[src/rtl/isa_m16_pkg.sv]
package isa_m16_pkg;
   localparam int LA_W = 7;
   localparam int SA_W = 20;
   localparam int DW   = 16;

   typedef struct packed {
      logic            cs;
      logic            sbhe_n;
      logic [SA_W-1:0] sa;
   } addr_cap_t;

   function automatic logic la_hit(input logic [LA_W-1:0] la,
                                   input logic [LA_W-1:0] base,
                                   input logic [LA_W-1:0] mask);
      return (la & mask) == (base & mask);
   endfunction
endpackage

[src/rtl/isa_m16_decode.sv]
module isa_m16_decode
   import isa_m16_pkg::*;
#(
   parameter logic [LA_W-1:0] LA_BASE = 7'h05,
   parameter logic [LA_W-1:0] LA_MASK = 7'h7F
) (
   input  logic            clk,
   input  logic            rst_n,
   input  logic [LA_W-1:0] la_hi,
   input  logic [SA_W-1:0] sa,
   input  logic            sbhe_n,
   input  logic            bale,
   output addr_cap_t       cap,
   output logic            m16_n
);
   logic hit;

   assign hit = la_hit(la_hi, LA_BASE, LA_MASK);

   always_ff @(posedge clk or negedge rst_n) begin
      if (!rst_n)    cap <= '0;
      else if (bale) cap <= '{cs: hit, sbhe_n: sbhe_n, sa: sa};
   end

   assign m16_n = bale ? ~hit : ~cap.cs;


   hold_while_low_chk: assert property (@(posedge clk) disable iff (!rst_n)
      (!bale && $past(!bale)) |-> $stable(cap));
endmodule

[src/rtl/isa_m16_handshake.sv]
module isa_m16_handshake #(
   parameter bit ZERO_WAIT = 1'b1
) (
   input  logic clk,
   input  logic rst_n,
   input  logic cs,
   input  logic mrdc_n,
   input  logic mwtc_n,
   input  logic lcl_rdy,
   output logic nows_n,
   output logic chrdy
);
   logic cmd_act;

   assign cmd_act = cs && (!mrdc_n || !mwtc_n);
   assign chrdy   = !(cmd_act && !lcl_rdy);

   if (ZERO_WAIT) begin : g_fast
      assign nows_n = !(cmd_act && lcl_rdy);
   end else begin : g_std
      assign nows_n = 1'b1;
   end


   wait_only_in_cmd_chk: assert property (@(posedge clk) disable iff (!rst_n)
      !chrdy |-> (cs && (!mrdc_n || !mwtc_n)));

   nows_not_waiting_chk: assert property (@(posedge clk) disable iff (!rst_n)
      !nows_n |-> chrdy);
endmodule

[src/rtl/isa_m16_store.sv]
module isa_m16_store
   import isa_m16_pkg::*;
#(
   parameter int DEPTH = 16
) (
   input  logic          clk,
   input  logic          rst_n,
   input  addr_cap_t     cap,
   input  logic          mrdc_n,
   input  logic          mwtc_n,
   input  logic [DW-1:0] sd_in,
   output logic [DW-1:0] sd_out,
   output logic [1:0]    sd_oe
);
   localparam int IW = $clog2(DEPTH);
   localparam int NL = DW / 8;

   logic [DEPTH-1:0][DW-1:0] mem;
   logic                     mwtc_q;
   logic                     wr_fire;
   logic [IW-1:0]            idx;
   logic [NL-1:0]            lane_en;

   assign idx        = cap.sa[IW:1];
   assign lane_en[0] = ~cap.sa[0];
   assign lane_en[1] = ~cap.sbhe_n;
   assign wr_fire    = cap.cs && !mwtc_q && mwtc_n;

   always_ff @(posedge clk or negedge rst_n) begin
      if (!rst_n) mwtc_q <= 1'b1;
      else        mwtc_q <= mwtc_n;
   end

   for (genvar l = 0; l < NL; l++) begin : g_lane
      always_ff @(posedge clk or negedge rst_n) begin
         if (!rst_n) begin
            for (int w = 0; w < DEPTH; w++) mem[w][8*l +: 8] <= '0;
         end else if (wr_fire && lane_en[l]) begin
            mem[idx][8*l +: 8] <= sd_in[8*l +: 8];
         end
      end
      assign sd_oe[l] = cap.cs && !mrdc_n && lane_en[l];
   end

   assign sd_out = mem[idx];


   store_quiet_chk: assert property (@(posedge clk) disable iff (!rst_n)
      !(cap.cs && !mwtc_q && mwtc_n) |=> $stable(mem));
endmodule

[src/rtl/isa_m16_slave.sv]
module isa_m16_slave
   import isa_m16_pkg::*;
#(
   parameter logic [6:0] LA_BASE   = 7'h05,
   parameter logic [6:0] LA_MASK   = 7'h7F,
   parameter int         DEPTH     = 16,
   parameter bit         ZERO_WAIT = 1'b1
) (
   input  logic        clk,
   input  logic        rst_n,
   input  logic [6:0]  la_hi,
   input  logic [19:0] sa,
   input  logic        sbhe_n,
   input  logic        bale,
   input  logic        mrdc_n,
   input  logic        mwtc_n,
   input  logic [15:0] sd_in,
   input  logic        lcl_rdy,
   output logic [15:0] sd_out,
   output logic [1:0]  sd_oe,
   output logic        m16_n,
   output logic        nows_n,
   output logic        chrdy
);
   if (DEPTH < 2 || (DEPTH & (DEPTH - 1)) != 0 || $clog2(DEPTH) > SA_W - 1) begin : g_bad_depth
      $error("DEPTH must be a power of two within the SA window");
   end

   addr_cap_t cap;

   isa_m16_decode #(.LA_BASE(LA_BASE), .LA_MASK(LA_MASK)) u_decode (
      .clk(clk), .rst_n(rst_n), .la_hi(la_hi), .sa(sa), .sbhe_n(sbhe_n),
      .bale(bale), .cap(cap), .m16_n(m16_n));

   isa_m16_handshake #(.ZERO_WAIT(ZERO_WAIT)) u_hs (
      .clk(clk), .rst_n(rst_n), .cs(cap.cs), .mrdc_n(mrdc_n),
      .mwtc_n(mwtc_n), .lcl_rdy(lcl_rdy), .nows_n(nows_n), .chrdy(chrdy));

   isa_m16_store #(.DEPTH(DEPTH)) u_store (
      .clk(clk), .rst_n(rst_n), .cap(cap), .mrdc_n(mrdc_n), .mwtc_n(mwtc_n),
      .sd_in(sd_in), .sd_out(sd_out), .sd_oe(sd_oe));


   drive_needs_select_chk: assert property (@(posedge clk) disable iff (!rst_n)
      (!bale && (|sd_oe)) |-> !m16_n);

   idle_when_unsel_chk: assert property (@(posedge clk) disable iff (!rst_n)
      (!bale && m16_n) |-> (sd_oe == 2'b00 && chrdy && nows_n));
endmodule

[config.mk]
export PLATFORM = sky130hd
export DESIGN_NAME = isa_m16_slave
export DESIGN_NICKNAME = d
export VERILOG_FILES = /design/src/rtl/isa_m16_pkg.sv /design/src/rtl/isa_m16_decode.sv /design/src/rtl/isa_m16_handshake.sv /design/src/rtl/isa_m16_store.sv /design/src/rtl/isa_m16_slave.sv
export SDC_FILE = /design/constraint.sdc
export NUM_CORES = 1
export LEC_CHECK = 0
export ABC_AREA = 1
export BUFFER_PORTS_ARGS = -buffer_cell sky130_fd_sc_hd__buf_2
export CAP_MARGIN = 20
export CORE_ASPECT_RATIO = 0.9
export CORE_MARGIN = 4
export CORE_UTILIZATION = 45
export DETAILED_ROUTE_END_ITERATION = 8
export GPL_TIMING_DRIVEN = 0
export HOLD_SLACK_MARGIN = 0.05
export PLACE_DENSITY = 0.87
export SLEW_MARGIN = 20
export SYNTH_ARGS = -nofsm -noshare
export SYNTH_HDL_FRONTEND = slang
export SYNTH_HIERARCHICAL = 1
export SYNTH_SLANG_ARGS = --single-unit
[constraint.sdc]
create_clock -name clk -period 1.45 [get_ports clk]
set_input_delay 0.0725 -clock clk [delete_from_list [all_inputs] [get_ports clk]]
set_output_delay 0.0725 -clock clk [all_outputs]
set_load 0.03 [all_outputs]
==> metrics, run 1 <==
row cnt=8; Failed at=power grid generation; mean post-synth cell area=7.31 sq um; Starting Density=0.539; Cell Area, Synth=329 sq um; outcome=did not finish; Die W=36.5 microns; tool error=[ERROR PDN-0185] Insufficient width (28.06 um) to add straps on layer met4 in grid "grid" with total strap width 15.2 um and offset 13.6 um.; warning count from the yosys run=774; Syn Inst Count=45; Die Y=33.7 microns
==> inputs of run 2 (changes only) <==
--- a/config.mk
+++ b/config.mk
@@ -8,13 +8,11 @@
 export ABC_AREA = 1
 export BUFFER_PORTS_ARGS = -buffer_cell sky130_fd_sc_hd__buf_2
 export CAP_MARGIN = 20
-export CORE_ASPECT_RATIO = 0.9
-export CORE_MARGIN = 4
-export CORE_UTILIZATION = 45
+export CORE_AREA = 4 4 65 67
 export DETAILED_ROUTE_END_ITERATION = 8
+export DIE_AREA = 0 0 69 71
 export GPL_TIMING_DRIVEN = 0
-export HOLD_SLACK_MARGIN = 0.05
-export PLACE_DENSITY = 0.87
+export PLACE_DENSITY_LB_ADDON = 0.15
 export SLEW_MARGIN = 20
 export SYNTH_ARGS = -nofsm -noshare
 export SYNTH_HDL_FRONTEND = slang
==> run 2 against run 1 <==
  * The flow now finishes without violations
  * Area after synthesis did not move
  * Synthesized cell count did not move
==> metrics, run 2 <==
Routability Congestion=0.687; Max Cap Viol=0; mean post-synth cell area=7.31 sq um; nets=135; Largest Register=u_decode/cap; CTS Sinks=3; Leak=0.343 nW; CTS tree=built; CP cell instances=inv_1 > nor2_1 > nor2_1 > buf_2; RSZ-0062 raised after global routing=no; crit-path most repeated cell=nor2_1; fin area=596 sq um; biggest regs=u_decode/cap (3); Critical-path top delay cell=dfrtp_1; crit path launch type=flip-flop; routed via count=321; Cell Area, Synth=329 sq um; row cnt=22; clk_lat worst skew=210 ps; global-route wire length before repair=1170 microns; Routed Antenna Nets=0; Remaining Overflow, GRT=0; Die Y=71 microns; Die W=69 microns; final period utilization=0.751; Layout Skew=0 ps; most frequent cells in the layout=buf_2 (19), buf_4 (16), conb_1 (16); most common cell after layout, fill and taps aside=buf_2; worst path bufs/invs=2; required time of the critical path=1380 ps; drt total wl=790 microns; I/O Pins=71; delay-heaviest family, CP=flip-flops; largest net degree at the start of global routing=5; Crit. End Element=output pin; Max Root-Sink Buffers=2; CTS HTree Levels=1; clock-pin slew on the worst setup and hold paths=30 ps; WL/cell=5.98 microns; Final Max Tran Viols=0; outcome=completed; minimum clock period=1090 ps; Residual DRC=0; DP Area=541 sq um; HP Class=in2reg; vias per inst=2.43; vias in the first global route=301; Starting DRT DRC Count=0; Crit Path Max Fanout=4; warning count from the yosys run=774; power density cells=779 mW/mm^2; CP Class=reg2out; share of cells above drive strength 1=0.500; antenna cells=0; Syn-to-layout area delta=81.0%; CTS Buf Count=3; final-report setup violation count=0; Root Buffer=clkbuf_8; Peak Freq=0.918 GHz; Placeable Area=0.00363 sq mm; Syn Inst Count=45; initial antenna violation count=0; Largest stage delay, worst path=400 ps; Die ar.=0.00490 sq mm; Starting Density=0.0906; Peak VDD IR=0.170 mV; Largest register FFs=3; Total GRT Usage=0.0312; First-pass DRT Iterations=1; Worst EP arrival=1020 ps; final hold vios=0; port bufs=19; final setup TNS=0 ps
run 2: final cells by class:
| cell class | count | area, sq um |
|---|---|---|
| tap | 48 | 60.1 |
| clock buffer | 4 | 45.0 |
| timing repair buffer | 20 | 105 |
| sequential | 3 | 75.1 |
| multi-input combinational | 34 | 149 |
| inverter | 5 | 18.8 |
| buffer | 18 | 143 |
| fill | 419 | 3040 |
run 2: worst paths after layout:
check,from,depth (start not counted),endpoint,slack [ps]
setup reg to reg,u_decode/cap[21]$_DFFE_PN0P_,3,u_decode/cap[21]$_DFFE_PN0P_,670
max in group asynchronous,rst_n,2,u_decode/cap[21]$_DFFE_PN0P_,1150
hold / removal,sa[0],2,u_decode/cap[0]$_DFFE_PN0P_,100
setup / recovery,u_decode/cap[21]$_DFFE_PN0P_,4,m16_n,360
hold reg to reg,u_decode/cap[20]$_DFFE_PN0P_,1,u_decode/cap[20]$_DFFE_PN0P_,510
min in group asynchronous,rst_n,2,u_decode/cap[0]$_DFFE_PN0P_,190
run 2: layer usage:
metal  vias to the layer above  part of all wire  track usage
li1                        178                 -            -
met1                       117              0.31       0.0235
met2                        24              0.50       0.0540
met3                         2              0.16       0.0170
met4                         0             0.024       0.0325
met5                         -                 0            0
run 2: worst reg2reg max path: stages, from the launching register on:
cell	delay, ps
dfrtp_1	400
inv_1	70
nor2_1	40
o21bai_1	150
run 2: through the flow:
stage / total power, W / hold WS, ps / std cells / util / setup WS [ps]
6_report: 0.000464 / 97.4 / 132 / 0.164 / 361
5_1_grt: 0.000498 / 103 / 132 / 0.164 / 270
4_1_cts: 0.000471 / 97.5 / 132 / 0.164 / 334
3_5_place_dp: 0.000226 / -125 / 127 / 0.149 / 561
3_3_place_gp: 0.000224 / -127 / 127 / 0.149 / 568
2_1_floorplan: 0.000200 / -223 / 60 / - / 490
run 2: timing repair:
action | CTS | global route
buffers inserted | 0 | 0
gates resized for setup | 0 | 0
endpoints found under the hold margin | 3 | 0
hold buffers | 1 | 0
run 2: where the power goes:
part	internal (W)	total, W	leakage, nW	switching [W]
Clock	0.000187	0.000236	0.0228	0.0000493
Combinational	0.0000571	0.000134	0.283	0.0000768
Sequential	0.0000902	0.0000935	0.0373	0.00000327
Total	0.000334	0.000464	0.343	0.000129
Power figures use the tool's default switching activity.
==> inputs of run 3 (changes only) <==
==> constraint.sdc (replaced) <==
create_clock -name clk -period 0.95 [get_ports clk]
set_input_delay 0.0475 -clock clk [delete_from_list [all_inputs] [get_ports clk]]
set_output_delay 0.0475 -clock clk [all_outputs]
set_load 0.03 [all_outputs]
==> run 3 against run 2 <==
  * The run now ends with setup timing left
  * Sequential share of layout area down 0.61 points
  * Register-to-register slack lost 510 ps
  * Total power is 53% higher
  * Largest cell class unchanged
==> metrics, run 3 (synthesized netlist as in run 2, its figures left out) <==
HP Class=in2reg; final period utilization=1.09; Largest stage delay, worst path=400 ps; Tot Pwr=0.000710 W; biggest regs=u_decode/cap (3); initial antenna violation count=0; Critical Path Stages=4; WHS Path Cells=2; violated checks=setup timing; Routability Congestion=0.687; clk_lat worst skew=210 ps; routed via count=330; WL/cell=6.06 microns; Largest Register=u_decode/cap; Die W=69 microns; CTS HTree Levels=1; most common cell after layout, fill and taps aside=buf_4; Residual DRC=0; delay-heaviest family, CP=flip-flops; Remaining Overflow, GRT=0; Die ar.=0.00490 sq mm; CP Class=reg2out; global-route wire length before repair=1190 microns; crit path launch type=flip-flop; worst path bufs/invs=2; Peak Freq=0.968 GHz; Crit Path Max Fanout=4; final hold vios=0; required time of the critical path=900 ps; Starting DRT DRC Count=0; nets=136; row cnt=22; Placeable Area=0.00363 sq mm; Place WS=85.7 ps; Reg2Reg Capture Point=u_decode/cap[21]$_DFFE_PN0P_; Root Buffer=clkbuf_8; largest net degree at the start of global routing=5; minimum clock period=1030 ps; WHS=72.1 ps; outcome=finished, violations left; final-report setup violation count=4; Layout Skew=0 ps; clock-pin slew on the worst setup and hold paths=30 ps; vias per inst=2.48; First-pass DRT Iterations=1; FF-to-FF setup slack=160 ps; I/O Pins=71; Worst R2R Path Depth=3; Leak=0.357 nW; most frequent cells in the layout=buf_4 (20), conb_1 (16), buf_2 (14); share of cells above drive strength 1=0.518; port bufs=19; Die Y=71 microns; Syn-to-layout area delta=90.1%; Routed Antenna Nets=0; Max Cap Viol=0; drt total wl=806 microns; Critical-path top delay cell=dfrtp_1; Crit. End Element=output pin; Peak VDD IR=0.260 mV; post-route setup slack=-82.7 ps; final setup TNS=-194 ps; CTS Sinks=3; CTS tree=built; CP cell instances=inv_1 > nor2_2 > nor2_1 > buf_4; Total GRT Usage=0.0315; Worst EP arrival=990 ps; Starting Density=0.0906; Hold Crit Start=sa[0]; Max Root-Sink Buffers=2; antenna cells=0; RR Startpoint=u_decode/cap[21]$_DFFE_PN0P_; Largest register FFs=3; power density cells=1140 mW/mm^2; vias in the first global route=307; Final Max Tran Viols=0; hold worst-path end=u_decode/cap[0]$_DFFE_PN0P_; CTS Buf Count=3; RSZ-0062 raised after global routing=yes
[run 3: cell count changes in the layout (fill, tap and decap cells not counted)]
| cell | delta |
|---|---|
| nor2_2 | +1 |
| buf_6 | +2 |
| buf_4 | +4 |
| buf_2 | -5 |
| nor2_1 | -1 |
[run 3: where the power goes]
part,internal [W],leakage [nW],switching (W)
Clock,0.000285,0.0228,0.0000759
Combinational,0.0000883,0.297,0.000118
Sequential,0.000138,0.0373,0.00000499
Total,0.000511,0.357,0.000199
[run 3: area by class of cell]
class,count,area (sq um)
multi-input combinational,34,151
inverter,5,18.8
timing repair buffer,21,133
clock buffer,4,45.0
buffer,18,143
tap,48,60.1
fill,416,3010
sequential,3,75.1
[run 3: per-layer routing]
| metal | global-route usage | up-vias | share of wire |
|---|---|---|---|
| li1 | - | 180 | - |
| met1 | 0.0244 | 124 | 0.32 |
| met2 | 0.0551 | 24 | 0.51 |
| met3 | 0.0156 | 2 | 0.14 |
| met4 | 0.0325 | 0 | 0.024 |
| met5 | 0 | - | 0 |
[run 3: stage by stage]
stage,instance area [sq um],util,std cells
finish,626,0.172,133
detailed placement,541,0.149,127
floorplan,385,-,60
global placement,541,0.149,127
global route,626,0.172,133
CTS,608,0.167,132
[run 3: what timing repair did]
action,4_1_cts,5_1_grt
setup endpoints to repair,5,5
gates resized for setup,5,3
endpoints found under the hold margin,3,0
buffers inserted,0,1
pin swaps,2,1
hold buffers,1,0
[run 3: how the worst max path moves through the flow]
stage	from	end
floorplan	u_decode/cap[21]$_DFFE_PN0P_	m16_n
global placement	u_decode/cap[21]$_DFFE_PN0P_	m16_n
detailed placement	u_decode/cap[21]$_DFFE_PN0P_	m16_n
CTS	u_decode/cap[21]$_DFFE_PN0P_	m16_n
global route	u_decode/cap[21]$_DFFE_PN0P_	m16_n
finish	u_decode/cap[21]$_DFFE_PN0P_	m16_n
==> inputs of run 4 (changes only) <==
--- a/config.mk
+++ b/config.mk
@@ -9,6 +9,7 @@
 export BUFFER_PORTS_ARGS = -buffer_cell sky130_fd_sc_hd__buf_2
 export CAP_MARGIN = 20
 export CORE_AREA = 4 4 65 67
+export CTS_BUF_LIST = sky130_fd_sc_hd__clkbuf_8
 export DETAILED_ROUTE_END_ITERATION = 8
 export DIE_AREA = 0 0 69 71
 export GPL_TIMING_DRIVEN = 0
==> run 4 against run 3 <==
  * The run still ends with setup timing left
  * Wire length stayed put
  * Sequential power about the same
  * Global-route usage did not move
  * Clock power is 3% lower
  * Via count stayed put
  * Hold slack did not move
  * Die area did not move
  * Clock skew unchanged
  * Cell area unchanged
  * Clock-buffer cell count shrank 1
  * Non-clock buffer count is the same
  * Register-to-register slack hardly changed
  * Critical path type unchanged
  * Critical endpoint unchanged
==> metrics, run 4 (synthesized netlist as in run 2, its figures left out) <==
DP Area=541 sq um; Root Buffer=clkbuf_8; delay-heaviest family, CP=flip-flops; Crit. End Element=output pin; most common cell after layout, fill and taps aside=buf_4; routed via count=330; CTS Sinks=3; Final Max Tran Viols=0; FF-to-FF setup slack=160 ps; antenna cells=0; CTS tree=built; Die ar.=0.00490 sq mm; outcome=finished, violations left; Layout Skew=0 ps; I/O Pins=71; Worst R2R Path Depth=3; Reg2Reg Capture Point=u_decode/cap[21]$_DFFE_PN0P_; RSZ-0062 raised after global routing=yes; post-route setup slack=-83.5 ps; Routed Antenna Nets=0; crit path launch type=flip-flop; port bufs=19; initial antenna violation count=0; CP Class=reg2out; CTS Buf Count=3; Placeable Area=0.00363 sq mm; worst path bufs/invs=2; Leak=0.361 nW; fin util=0.172; global-route wire length before repair=1190 microns; CTS HTree Levels=1; Largest register FFs=3; violated checks=setup timing; Max Cap Viol=0; biggest regs=u_decode/cap (3); final-report setup violation count=4; Starting DRT DRC Count=0; final period utilization=1.09; share of cells above drive strength 1=0.518; final hold vios=0; Place WS=85.7 ps; drt total wl=806 microns; HP Class=in2reg; Total GRT Usage=0.0315; Starting Density=0.0906; row cnt=22; hold worst-path end=u_decode/cap[0]$_DFFE_PN0P_; Critical-path top delay cell=dfrtp_1; CP cell instances=inv_1 > nor2_2 > nor2_1 > buf_4; nets=136; Remaining Overflow, GRT=0; WHS Path Cells=2; RR Startpoint=u_decode/cap[21]$_DFFE_PN0P_; required time of the critical path=900 ps; largest net degree at the start of global routing=5; Residual DRC=0; Crit Path Max Fanout=4; Largest stage delay, worst path=400 ps; WHS=72.1 ps; Max Root-Sink Buffers=2; power density cells=1120 mW/mm^2; vias per inst=2.48; final non-filler cell total=133; clock-pin slew on the worst setup and hold paths=30 ps; First-pass DRT Iterations=1; fin area=626 sq um; Die Y=71 microns; vias in the first global route=307; minimum clock period=1030 ps; Hold Crit Start=sa[0]; Syn-to-layout area delta=90.1%; Cells after DPL=127; most frequent cells in the layout=buf_4 (20), conb_1 (16), buf_2 (14); Die W=69 microns; Peak Freq=0.968 GHz; Worst EP arrival=990 ps; Routability Congestion=0.687; WL/cell=6.06 microns; clk_lat worst skew=210 ps; Peak VDD IR=0.260 mV; Largest Register=u_decode/cap
==> run 4: cell count changes in the layout (fill, tap and decap cells not counted), sizes merged <==
| cell | previous run | this run |
|---|---|---|
| clkbuf | 4 | 3 |
| inv | 5 | 6 |
==> run 4: worst max path at each step <==
stage,start,end,slack (ps),cells after the start
4_1_cts,u_decode/cap[21]$_DFFE_PN0P_,m16_n,-100,4
2_1_floorplan,u_decode/cap[21]$_DFFE_PN0P_,m16_n,20,3
3_5_place_dp,u_decode/cap[21]$_DFFE_PN0P_,m16_n,90,4
6_report,u_decode/cap[21]$_DFFE_PN0P_,m16_n,-80,4
5_1_grt,u_decode/cap[21]$_DFFE_PN0P_,m16_n,-150,4
3_3_place_gp,u_decode/cap[21]$_DFFE_PN0P_,m16_n,90,4
==> run 4: final cells by class <==
| cell class | instances | area, sq um |
|---|---|---|
| repair buffers | 21 | 133 |
| flip-flops and latches | 3 | 75.1 |
| inverters | 5 | 18.8 |
| multi-input cells | 34 | 151 |
| clock buffers | 3 | 41.3 |
| clock inverters | 1 | 3.75 |
| plain buffers | 18 | 143 |
| well taps | 48 | 60.1 |
| fillers | 416 | 3010 |
==> run 4: through the flow <==
step	total power, W	TNS, ps
4_1_cts	0.000709	-203
3_3_place_gp	0.000342	0
5_1_grt	0.000750	-439
2_1_floorplan	0.000305	0
3_5_place_dp	0.000344	0
6_report	0.000700	-197
==> run 4: routing by layer <==
layer,GRT usage,routed length (microns),vias up
met3,0.0156,113,2
met2,0.0551,415,24
met4,0.0325,19,0
met1,0.0244,258,124
li1,-,-,180
met5,0,0,-
==> run 4: power breakdown <==
part           internal (W)  switching (W)  total, W  leakage (nW)
clock              0.000274      0.0000769  0.000351        0.0269
sequential         0.000138     0.00000499  0.000143        0.0373
combinational     0.0000883       0.000118  0.000206         0.297
==> run 4: timing repair <==
item                                    in CTS  in global routing
pin swaps                                    2                  1
endpoints found under the setup margin       5                  5
endpoints found under the hold margin        3                  0
setup buffers                                0                  1
hold buffers                                 1                  0
gates resized for setup                      5                  3
